[config.mk]
export PLATFORM = sky130hd
export DESIGN_NAME = scl_latch_top
export DESIGN_NICKNAME = d
export VERILOG_FILES = /design/src/rtl/scl_pkg.sv /design/src/rtl/scl_sync.sv /design/src/rtl/scl_edge.sv /design/src/rtl/scl_shreg.sv /design/src/rtl/scl_latch_top.sv
export SDC_FILE = /design/constraint.sdc
export NUM_CORES = 1
export LEC_CHECK = 0
export ABC_AREA = 1
export BUFFER_PORTS_ARGS = -buffer_cell sky130_fd_sc_hd__buf_2
export CAP_MARGIN = 20
export CORE_MARGIN = 2
export CORE_UTILIZATION = 36
export DETAILED_ROUTE_END_ITERATION = 10
export SYNTH_ARGS = -nofsm -noshare
export SYNTH_HDL_FRONTEND = slang
export SYNTH_SLANG_ARGS = --single-unit
[constraint.sdc]
create_clock -name clk -period 1.33 [get_ports clk]
set_input_delay 0.266 -clock clk [delete_from_list [all_inputs] [get_ports clk]]
set_output_delay 0.266 -clock clk [all_outputs]
set_load 0.05 [all_outputs]
[src/rtl/scl_pkg.sv]
package scl_pkg;

    // Decoded host event for one system clock cycle
    typedef enum logic [1:0] {
        EV_IDLE    = 2'd0,
        EV_SHIFT   = 2'd1,
        EV_LATCH   = 2'd2,
        EV_BLOCKED = 2'd3
    } scl_event_e;

endpackage

[src/rtl/scl_sync.sv]
module scl_sync #(
    parameter int W      = 4,
    parameter int STAGES = 2
) (
    input  logic         clk,
    input  logic         rst_n,
    input  logic [W-1:0] async_in,
    output logic [W-1:0] sync_out
);

    typedef struct packed {
        logic [STAGES-1:0][W-1:0] pipe;
    } sync_st_t;

    sync_st_t st_d, st_q;

    always_comb begin
        st_d = st_q;
        st_d.pipe[0] = async_in;
        for (int i = 1; i < STAGES; i++) begin
            st_d.pipe[i] = st_q.pipe[i-1];
        end
    end

    always_ff @(posedge clk or negedge rst_n) begin
        if (!rst_n) begin
            st_q <= '0;
        end else begin
            st_q <= st_d;
        end
    end

    assign sync_out = st_q.pipe[STAGES-1];

endmodule

[src/rtl/scl_edge.sv]
module scl_edge #(
    parameter int W = 2
) (
    input  logic         clk,
    input  logic         rst_n,
    input  logic [W-1:0] level,
    output logic [W-1:0] rise
);

    typedef struct packed {
        logic [W-1:0] prev;
    } edge_st_t;

    edge_st_t st_d, st_q;

    always_comb begin
        st_d      = st_q;
        st_d.prev = level;
    end

    always_ff @(posedge clk or negedge rst_n) begin
        if (!rst_n) begin
            st_q <= '0;
        end else begin
            st_q <= st_d;
        end
    end

    assign rise = level & ~st_q.prev;

    // A detected rising edge lasts a single cycle on each line (supports R2, R4)
    p_single_pulse_r2: assert property (@(posedge clk) disable iff (!rst_n)
        (|rise) |=> ((rise & $past(rise)) == '0));

endmodule

[src/rtl/scl_shreg.sv]
module scl_shreg #(
    parameter int W = 4
) (
    input  logic         clk,
    input  logic         rst_n,
    input  logic         shift_en,
    input  logic         din,
    output logic [W-1:0] word
);

    typedef struct packed {
        logic [W-1:0] bits;
    } shreg_st_t;

    shreg_st_t st_d, st_q;

    always_comb begin
        st_d = st_q;
        if (shift_en) begin
            // Earlier bits move toward the MSB, newest lands at bit 0
            st_d.bits = {st_q.bits[W-2:0], din};
        end
    end

    always_ff @(posedge clk or negedge rst_n) begin
        if (!rst_n) begin
            st_q <= '0;
        end else begin
            st_q <= st_d;
        end
    end

    assign word = st_q.bits;

    // Without a shift request the stored word does not move
    p_hold_no_shift_r2: assert property (@(posedge clk) disable iff (!rst_n)
        !shift_en |=> $stable(word));

    // A shift moves the old MSB-side bits up by one place
    p_msb_first_r3: assert property (@(posedge clk) disable iff (!rst_n)
        shift_en |=> (word[W-1:1] == $past(word[W-2:0])));

endmodule

[src/rtl/scl_latch_top.sv]
module scl_latch_top
    import scl_pkg::*;
#(
    parameter int WORD_W      = 4,
    parameter int SYNC_STAGES = 2,
    parameter bit QUAL_EN     = 1'b1
) (
    input  logic              clk,
    input  logic              rst_n,
    input  logic              ser_data,
    input  logic              ser_clk,
    input  logic              ser_load,
    input  logic              ser_qual,
    output logic [WORD_W-1:0] ctrl_out
);

    localparam int N_LINES = 4;
    localparam int IDX_DAT = 0;
    localparam int IDX_CLK = 1;
    localparam int IDX_LD  = 2;
    localparam int IDX_QL  = 3;

    logic [N_LINES-1:0] raw_lines;
    logic [N_LINES-1:0] syn_lines;
    logic [1:0]         rises;
    logic               clk_rise;
    logic               load_rise;
    logic               qual_ok;
    logic               shift_en;
    logic [WORD_W-1:0]  shift_word;
    scl_event_e         ev;

    assign raw_lines = {ser_qual, ser_load, ser_clk, ser_data};

    // All host lines share one synchronizer so they keep their relative timing
    scl_sync #(
        .W      (N_LINES),
        .STAGES (SYNC_STAGES)
    ) u_sync (
        .clk      (clk),
        .rst_n    (rst_n),
        .async_in (raw_lines),
        .sync_out (syn_lines)
    );

    scl_edge #(
        .W (2)
    ) u_edge (
        .clk   (clk),
        .rst_n (rst_n),
        .level ({syn_lines[IDX_LD], syn_lines[IDX_CLK]}),
        .rise  (rises)
    );

    assign clk_rise  = rises[0];
    assign load_rise = rises[1];

    generate
        if (QUAL_EN) begin : g_qual
            assign qual_ok = syn_lines[IDX_QL];
        end else begin : g_noqual
            assign qual_ok = 1'b1;
        end
    endgenerate

    // Event decode: a load edge wins, shifts are frozen while load is high
    always_comb begin
        ev = EV_IDLE;
        if (load_rise) begin
            ev = qual_ok ? EV_LATCH : EV_BLOCKED;
        end else if (clk_rise && !syn_lines[IDX_LD]) begin
            ev = EV_SHIFT;
        end
    end

    assign shift_en = (ev == EV_SHIFT);

    scl_shreg #(
        .W (WORD_W)
    ) u_shreg (
        .clk      (clk),
        .rst_n    (rst_n),
        .shift_en (shift_en),
        .din      (syn_lines[IDX_DAT]),
        .word     (shift_word)
    );

    typedef struct packed {
        logic [WORD_W-1:0] ctrl;
    } out_st_t;

    out_st_t st_d, st_q;

    always_comb begin
        st_d = st_q;
        if (ev == EV_LATCH) begin
            st_d.ctrl = shift_word;
        end
    end

    always_ff @(posedge clk or negedge rst_n) begin
        if (!rst_n) begin
            st_q <= '0;
        end else begin
            st_q <= st_d;
        end
    end

    assign ctrl_out = st_q.ctrl;

    // Outputs move only in the cycle after a qualified load edge
    p_out_only_on_load_r4: assert property (@(posedge clk) disable iff (!rst_n)
        !$stable(ctrl_out) |-> ($past(ev) == EV_LATCH));

    // An unqualified load edge leaves the outputs alone
    p_blocked_load_r5: assert property (@(posedge clk) disable iff (!rst_n)
        (ev == EV_BLOCKED) |=> $stable(ctrl_out));

    // Shift-clock edges while load is held high do not reach the shift register
    p_no_shift_in_load_r6: assert property (@(posedge clk) disable iff (!rst_n)
        (clk_rise && syn_lines[IDX_LD]) |-> !shift_en);

    // A qualified load transfers the current shift register contents
    p_latch_copies_r8: assert property (@(posedge clk) disable iff (!rst_n)
        (ev == EV_LATCH) |=> (ctrl_out == $past(shift_word)));

endmodule

==> results of run 1 <==
-- cells in the mapped netlist --
library cell	number
inv_2	1
inv_1	2
nand3_2	1
nand2_1	16
nand4_1	8
nand3_1	1
dfrtp_1	18
-- per-stage QoR --
step                cells  setup WS (ns)  hold slack, ns  util, %
floorplan              47          0.464         -0.0296        -
global placement       72          0.449           0.209     42.8
detailed placement     72          0.423           0.212     42.8
CTS                    77          0.150          0.0672     45.8
global route           77          0.113          0.0517     45.8
finish                 77          0.166          0.0851     45.8
-- kinds of logic (layout without fill, tap and decap cells) --
group,count (synthesis),count (layout),share of synthesized area [%]
buffers and inverters,3,17,1.92
and+or+nand+nor,26,26,21.3
DFF,18,18,76.8
-- cell type report --
cell class                      instances  area, sq um  area share, %
Tap cell                               16         20.0           2.87
Clock buffer                            4         36.3           5.20
Inverter                                3         11.3           1.61
Multi-Input combinational cell         26          125           17.9
Sequential cell                        18          450           64.5
Timing Repair Buffer                   10         55.1           7.89
-- sequential cells by signal (all words and copies together) (netlist names) --
name	count
u_edge.st_q	2
u_sync.sync_out	4
u_shreg.word	4
u_sync.st_d	4
ctrl_out	4
-- worst paths after layout --
| check | from | endpoint | slack (ns) | cells past startpoint |
|---|---|---|---|---|
| max | ctrl_out[3] | ctrl_out[3] | 0.17 | 1 |
| min | ser_clk | u_sync.st_d[5] | 0.09 | 1 |
| max reg2reg | u_sync.sync_out[2] | u_shreg.word[1] | 0.40 | 4 |
| min reg2reg | u_sync.st_d[6] | u_sync.sync_out[2] | 0.35 | 0 |
| max in group asynchronous | rst_n | u_sync.sync_out[0] | 0.63 | 2 |
| min in group asynchronous | rst_n | u_shreg.word[0] | 0.42 | 2 |
-- per-layer routing --
layer | vias up | GRT usage, % | part of all wire [%]
li1 | 185 | - | -
met1 | 181 | 13.8 | 44
met2 | 15 | 18.5 | 49
met3 | 0 | 6.12 | 7.3
met4 | 0 | 3.64 | 0
met5 | - | 0 | 0
-- power groups by stage --
stage	Sequential, uW	Combinational, uW	Clock, uW
detailed placement	667	203	0
CTS	656	205	339
finish	656	201	320
global route	666	224	362
floorplan	757	49.0	0
global placement	667	202	0
-- cell usage in the layout (no fill, tap or decap) --
cell type       n
buf_2           9
clkbuf_4        3
clkbuf_8        1
inv_1           2
dlygate4sd3_1   1
nand4_1         8
inv_2           1
dfrtp_1        18
nand2_1        16
nand3_2         1
nand3_1         1
-- timing repair --
action                                  4_1_cts  5_1_grt
endpoints found under the setup margin        0        0
gates resized for setup                       0        0
hold endpoints to repair                     18        0
hold buffers                                  1        0
==> results.cfg, run 1 <==
[global_routing]
grt_usage_pct = 11.7
grt-ovfl-total = 0
grt_pass1_wl_um = 1610
grt_pass1_vias = 390
antenna_found_initial = 0
grt_start_max_net_pins = 19

[sta]
slew_headroom_pct = 74.6
worst_slew_pin_slew_ns = 0.381
min_period_over_period_pct = 87.5
hold_viol = 0
setup_viol = 0
skew_ns = 0.00429
rsz0062_at_grt = no
min_period_ns = 1.16
fmax_mhz = 859
setup_tns_ns = 0
drv_slew = 0

[place]
post-dp-hpwl_um = 627
io_buffers = 9
place_area_sq_um = 652
finalWeightedCongestion = 0.721

[die]
die_x_um = 44.4
rows = 14
dieArea_sq_um = 1970
die_y_um = 44.4
initial_core_util_pct = 38.5
io_pins = 10
core_area_sq_um = 1520

[drt]
ant_nets = 0
dr.pass1.iters = 4
viasPerCell = 4.95
drc_errors = 0
drtIter0Drc = 3
wl_per_cell_um = 10.7
totalWireLength_um = 827
num_vias = 381

[logic_synthesis]
synthCells = 47
yosys.area.top_type_share_pct = 76.8
syn_area_sq_um = 587
synth.avg_cell_area_sq_um = 12.5
ys_warn_count = 0
ys_types = 7
syn_nets = 53
yosysSeqAreaShare_pct = 76.8
synth_seq_cells = 18
yosys.area.top_type = dfrtp_1
ys_top_cells_by_area = dfrtp_1, nand2_1, nand4_1, nand3_2, inv_1

[clock_network]
tritoncts = built
numCtsBuffers = 3
htree_levels = 1
post-cts-setup-buffers = 0
cts_root_buffer = clkbuf_4
max-clock-path-buffers = 2
path_clk_slew_ns = 0.10
clock-sinks = 18
worstSkewPairLatency_ns = 0.28

[pwr]
p_int_uw = 830
p_per_area_nw_per_um2 = 1690
vdd_drop_max_uv = 801
p_seq_share_pct = 55.7
comb_power_share_pct = 17.1
p_switching_uw = 347
swShare_pct = 29.5
p_leak_uw = 0.000370
power_uw = 1180
clkPwrFrac_pct = 27.2

[job]
cap_violations = 0

[critical_path]
cp_slowest_stage_delay_ns = 0.36
path_cells = buf_2
cp_max_fo = 2
critical_path_class = flip-flop to output pin
end_kind = output pin
crit_family = flip-flops
worstPathArrival_ns = 0.90
cp_num_buf_inv = 1
worstPathRequired_ns = 1.06
critPathLaunchType = flip-flop
slowest_stage = dfrtp_1

[finish]
diodes = 0
post-route-cell-area_sq_um = 698
nFillCells = 148
drive_above_1_share_pct = 24.6
nNetsFinal = 68
area_growth_pct = 19.0

[run_status]
status = completed

[hold_path]
worstHoldPathType = input port to flip-flop
Power figures use the tool's default switching activity.
==> run 2, diff against run 1 <==
--- a/config.mk
+++ b/config.mk
@@ -8,9 +8,12 @@
 export ABC_AREA = 1
 export BUFFER_PORTS_ARGS = -buffer_cell sky130_fd_sc_hd__buf_2
 export CAP_MARGIN = 20
+export CELL_PAD_IN_SITES_DETAIL_PLACEMENT = 0
+export CELL_PAD_IN_SITES_GLOBAL_PLACEMENT = 1
 export CORE_MARGIN = 2
 export CORE_UTILIZATION = 36
 export DETAILED_ROUTE_END_ITERATION = 10
+export PLACE_DENSITY_LB_ADDON = 0.1
 export SYNTH_ARGS = -nofsm -noshare
 export SYNTH_HDL_FRONTEND = slang
 export SYNTH_SLANG_ARGS = --single-unit
==> results.cfg, run 2 (synthesized netlist as in run 1, its figures left out) <==
[clock_network]
tritoncts = built
path_clk_slew_ns = 0.10
numCtsBuffers = 3
cts_root_buffer = clkbuf_4
worstSkewPairLatency_ns = 0.28
max-clock-path-buffers = 2
htree_levels = 1
clock-sinks = 18

[critical_path]
critPathLaunchType = flip-flop
crit_path_end = ctrl_out[2]
path_depth = 1
crit_path_start = ctrl_out[2]
cp_max_fo = 2
rr_worst_depth = 4
path_cells = buf_2
r2r_slack_ns = 0.41
critical_path_class = flip-flop to output pin
crit_family = flip-flops
slowest_stage = dfrtp_1
r2r-end = u_shreg.word[1]
r2r-start = u_sync.sync_out[2]
worstPathRequired_ns = 1.06
worstPathArrival_ns = 0.91
cp_slowest_stage_delay_ns = 0.36
end_kind = output pin
cp_num_buf_inv = 1

[place]
io_buffers = 9
post-dp-hpwl_um = 662
place_area_sq_um = 652
dpl.cell_count = 72
finalWeightedCongestion = 0.727

[sta]
fmax_mhz = 854
drv_slew = 0
min_period_over_period_pct = 88.1
min_period_ns = 1.17
slew_headroom_pct = 74.5
hold_viol = 0
setup_viol = 0
setup_tns_ns = 0
worst_slew_pin_slew_ns = 0.383
rsz0062_at_grt = no
skew_ns = 0.00381

[global_routing]
grt-ovfl-total = 0
grt_start_max_net_pins = 19
grt_pass1_wl_um = 1510
antenna_found_initial = 0
grt_pass1_vias = 352
grt_usage_pct = 11.4

[pwr]
p_leak_uw = 0.000370
p_per_area_nw_per_um2 = 1700
vdd_drop_max_uv = 718
power_uw = 1190

[finish]
instances_no_fill = 77
nNetsFinal = 68
area_growth_pct = 19.0
diodes = 0
post-route-cell-area_sq_um = 698
drive_above_1_share_pct = 24.6
final_common_cell = dfrtp_1
layout_common_cells = dfrtp_1, nand2_1, buf_2
nFillCells = 150

[hold_path]
worstHoldPathType = input port to flip-flop

[die]
dieArea_sq_um = 1970
rows = 14
core_area_sq_um = 1520
io_pins = 10
die_y_um = 44.4
initial_core_util_pct = 38.5
die_x_um = 44.4

[drt]
drtIter0Drc = 4
ant_nets = 0
wl_per_cell_um = 11.6
num_vias = 378
drc_errors = 0
viasPerCell = 4.91
totalWireLength_um = 895
dr.pass1.iters = 4

[job]
cap_violations = 0

[run_status]
status = completed
[run 2: repair_timing]
item | in CTS | in global routing
hold endpoints to repair | 18 | 0
hold buffers | 1 | 0
gates resized for setup | 0 | 0
buffers inserted | 0 | 0
[run 2: worst min-delay path by stage]
| stage | from | slack (ns) | cells past startpoint | end |
|---|---|---|---|---|
| 6_report | ser_clk | 0.08 | 1 | u_sync.st_d[5] |
| 5_1_grt | ser_clk | 0.05 | 1 | u_sync.st_d[5] |
| 4_1_cts | ser_clk | 0.07 | 1 | u_sync.st_d[5] |
| 3_5_place_dp | rst_n | 0.21 | 1 | u_shreg.word[3] |
| 3_3_place_gp | rst_n | 0.19 | 1 | u_shreg.word[3] |
| 2_1_floorplan | rst_n | -0.03 | 0 | ctrl_out[0] |
[run 2: worst reg2reg max path: stages, from the launching register on]
cell and delay, ns:
dfrtp_1 0.45, inv_2 0.12, nand3_2 0.11, nand2_1 0.08
nand2_1 0.05
[run 2: layer usage]
layer  vias up  global-route usage [%]  wire length, um
met2        11                    16.8              411
met1       176                    13.7              435
met4         0                    9.09                8
met3         2                    3.67               38
met5         -                       0                0
li1        189                       -                -
[run 2: area by class of cell]
cell class              count  area [sq um]  share of cell area, %
multi-input cells          26           125                   17.9
inverters                   3          11.3                   1.61
flip-flops and latches     18           450                   64.5
clock buffers               4          36.3                   5.20
well taps                  16          20.0                   2.87
repair buffers             10          55.1                   7.89
[run 2: power breakdown]
| part | switching, uW | internal [uW] | leakage (uW) |
|---|---|---|---|
| Sequential | 44.7 | 614 | 0.000221 |
| Clock | 159 | 167 | 0.0000210 |
| Combinational | 155 | 49.4 | 0.000128 |
[run 2: through the flow]
| stage | utilization (%) | worst slack (ns) | hold slack, ns |
|---|---|---|---|
| finish | 45.8 | 0.159 | 0.0765 |
| global route | 45.8 | 0.0975 | 0.0477 |
| CTS | 45.8 | 0.133 | 0.0662 |
| detailed placement | 42.8 | 0.415 | 0.209 |
| global placement | 42.8 | 0.458 | 0.194 |
| floorplan | - | 0.464 | -0.0296 |
==> run 3, diff against run 2 <==
--- a/config.mk
+++ b/config.mk
@@ -5,7 +5,7 @@
 export SDC_FILE = /design/constraint.sdc
 export NUM_CORES = 1
 export LEC_CHECK = 0
-export ABC_AREA = 1
+export ABC_AREA = 0
 export BUFFER_PORTS_ARGS = -buffer_cell sky130_fd_sc_hd__buf_2
 export CAP_MARGIN = 20
 export CELL_PAD_IN_SITES_DETAIL_PLACEMENT = 0
@@ -13,7 +13,7 @@
 export CORE_MARGIN = 2
 export CORE_UTILIZATION = 36
 export DETAILED_ROUTE_END_ITERATION = 10
-export PLACE_DENSITY_LB_ADDON = 0.1
+export PLACE_DENSITY_LB_ADDON = 0.3
 export SYNTH_ARGS = -nofsm -noshare
 export SYNTH_HDL_FRONTEND = slang
 export SYNTH_SLANG_ARGS = --single-unit
==> results.cfg, run 3 <==
[logic_synthesis]
synthArstFlopShare_pct = 100
synth.avg_cell_area_sq_um = 20.2
synth_seq_cells = 18
yosys.area.top_type_share_pct = 79.5
syn_nets = 34
ys_top_cells_by_area = dfrtp_1, mux2_2, nor3b_4, nand3b_1
synthCells = 28
synth_common_cells = dfrtp_1, mux2_2, nand3b_1, nor3b_4
post-synth-top-count-cell = dfrtp_1
synth_top_flop_cell = dfrtp_1
ys_types = 4
yosysSeqAreaShare_pct = 79.5
syn_area_sq_um = 567
ys_warn_count = 0
yosys.area.top_type = dfrtp_1
synth_edf_count = 0

[global_routing]
grt_pass1_wl_um = 1180
grt-ovfl-total = 0
grt_start_max_net_pins = 19
antenna_found_initial = 0
grt_usage_pct = 9.04
grt_pass1_vias = 293

[drt]
ant_nets = 0
dr.pass1.iters = 1
num_vias = 264
drtIter0Drc = 0
drc_errors = 0
wl_per_cell_um = 11.8
totalWireLength_um = 685
viasPerCell = 4.55

[sta]
rsz0062_at_grt = no
hold_viol = 0
min_period_over_period_pct = 87.4
min_period_ns = 1.16
drv_slew = 0
fmax_mhz = 861
setup_viol = 0
worst_slew_pin_slew_ns = 0.377
skew_ns = 0.00515
holdWs_ns = 0.0880
slew_headroom_pct = 74.9
setup_tns_ns = 0

[finish]
nFillCells = 131
layout_common_cells = dfrtp_1, buf_2, mux2_2
diodes = 0
seq_area_sq_um = 450
drive_above_1_share_pct = 52.4
multiInputGateArea_sq_um = 116
area_growth_pct = 19.6
final_common_cell = dfrtp_1
nNetsFinal = 49

[clock_network]
numCtsBuffers = 3
ctsResizeCount = 0
tritoncts = built
cts_root_buffer = clkbuf_4
htree_levels = 1
clock-sinks = 18
worstSkewPairLatency_ns = 0.28
max-clock-path-buffers = 2
path_clk_slew_ns = 0.09
post-cts-setup-buffers = 0

[critical_path]
worstPathRequired_ns = 1.50
worstPathArrival_ns = 1.33
critPathLaunchType = flip-flop
end_kind = flip-flop
critical_path_class = flip-flop to flip-flop
cp_max_fo = 4

[die]
rows = 14
initial_core_util_pct = 38.1
dieArea_sq_um = 1910
die_x_um = 43.7
die_y_um = 43.7
io_pins = 10
core_area_sq_um = 1490

[job]
cap_violations = 0

[pwr]
vdd_drop_max_uv = 787
p_per_area_nw_per_um2 = 2040
p_leak_uw = 0.000317

[run_status]
status = completed

[hold_path]
worstHoldPathType = input port to flip-flop

[place]
io_buffers = 9
finalWeightedCongestion = 0.635
[run 3: changes by cell type in the layout (fill, tap and decap cells not counted)]
cell and change:
inv_2 -1, nor3b_4 +1, nand3_2 -1, mux2_2 +8
inv_1 -2, nand2_1 -16, nand4_1 -8, nand3_1 -1
nand3b_1 +1
[run 3: what timing repair did]
item | in CTS | in global routing
setup endpoints to repair | 0 | 0
hold buffers | 1 | 0
endpoints found under the hold margin | 18 | 0
[run 3: metrics by stage]
step,total power [uW],area [sq um],setup WS [ns],std cells,utilization (%)
floorplan,990,567,0.228,28,-
global placement,1080,632,0.192,53,42.4
detailed placement,1090,632,0.168,53,42.4
CTS,1410,678,0.153,58,45.5
global route,1470,678,0.113,58,45.5
finish,1380,678,0.168,58,45.5
[run 3: cell type report]
class	instances	area share (%)
clock buffer	4	5.35
multi-input combinational	10	17.2
sequential	18	66.4
tap	16	2.95
timing repair buffer	10	8.12
[run 3: worst paths after layout]
check                                   start                 end  slack, ns  depth (start not counted)
setup / recovery           u_sync.sync_out[2]     u_shreg.word[2]       0.17                          2
hold / removal                       ser_data      u_sync.st_d[4]       0.09                          1
setup reg to reg           u_sync.sync_out[2]     u_shreg.word[2]       0.17                          2
hold reg to reg                u_sync.st_d[5]  u_sync.sync_out[1]       0.36                          0
max in group asynchronous               rst_n  u_sync.sync_out[3]       0.62                          2
min in group asynchronous               rst_n         ctrl_out[2]       0.43                          2
[run 3: logic make-up (layout without fill, tap and decap cells)]
family,Yosys count,after routing,synth area share [%]
mux,8,8,15.9
buf+inv,0,14,0
flops,18,18,79.5
simple gates,2,2,4.64
[run 3: critical path, stage by stage, from the launching register on]
cell     delay, ns
dfrtp_1       0.42
nor3b_4       0.26
mux2_2        0.37
[run 3: where the power goes]
group | switching [uW] | internal [uW] | total [uW] | leakage [uW]
clock network | 144 | 166 | 311 | 0.0000210
registers | 55.4 | 657 | 712 | 0.000213
logic | 243 | 117 | 359 | 0.0000823
[run 3: per-layer routing]
metal | wire length, um | share of wire [%] | track usage (%) | vias up
li1 | - | - | - | 123
met1 | 278 | 41 | 10.3 | 132
met2 | 358 | 52 | 15.0 | 9
met3 | 48 | 7.0 | 2.50 | 0
met4 | 0 | 0 | 5.45 | 0
met5 | 0 | 0 | 0 | -
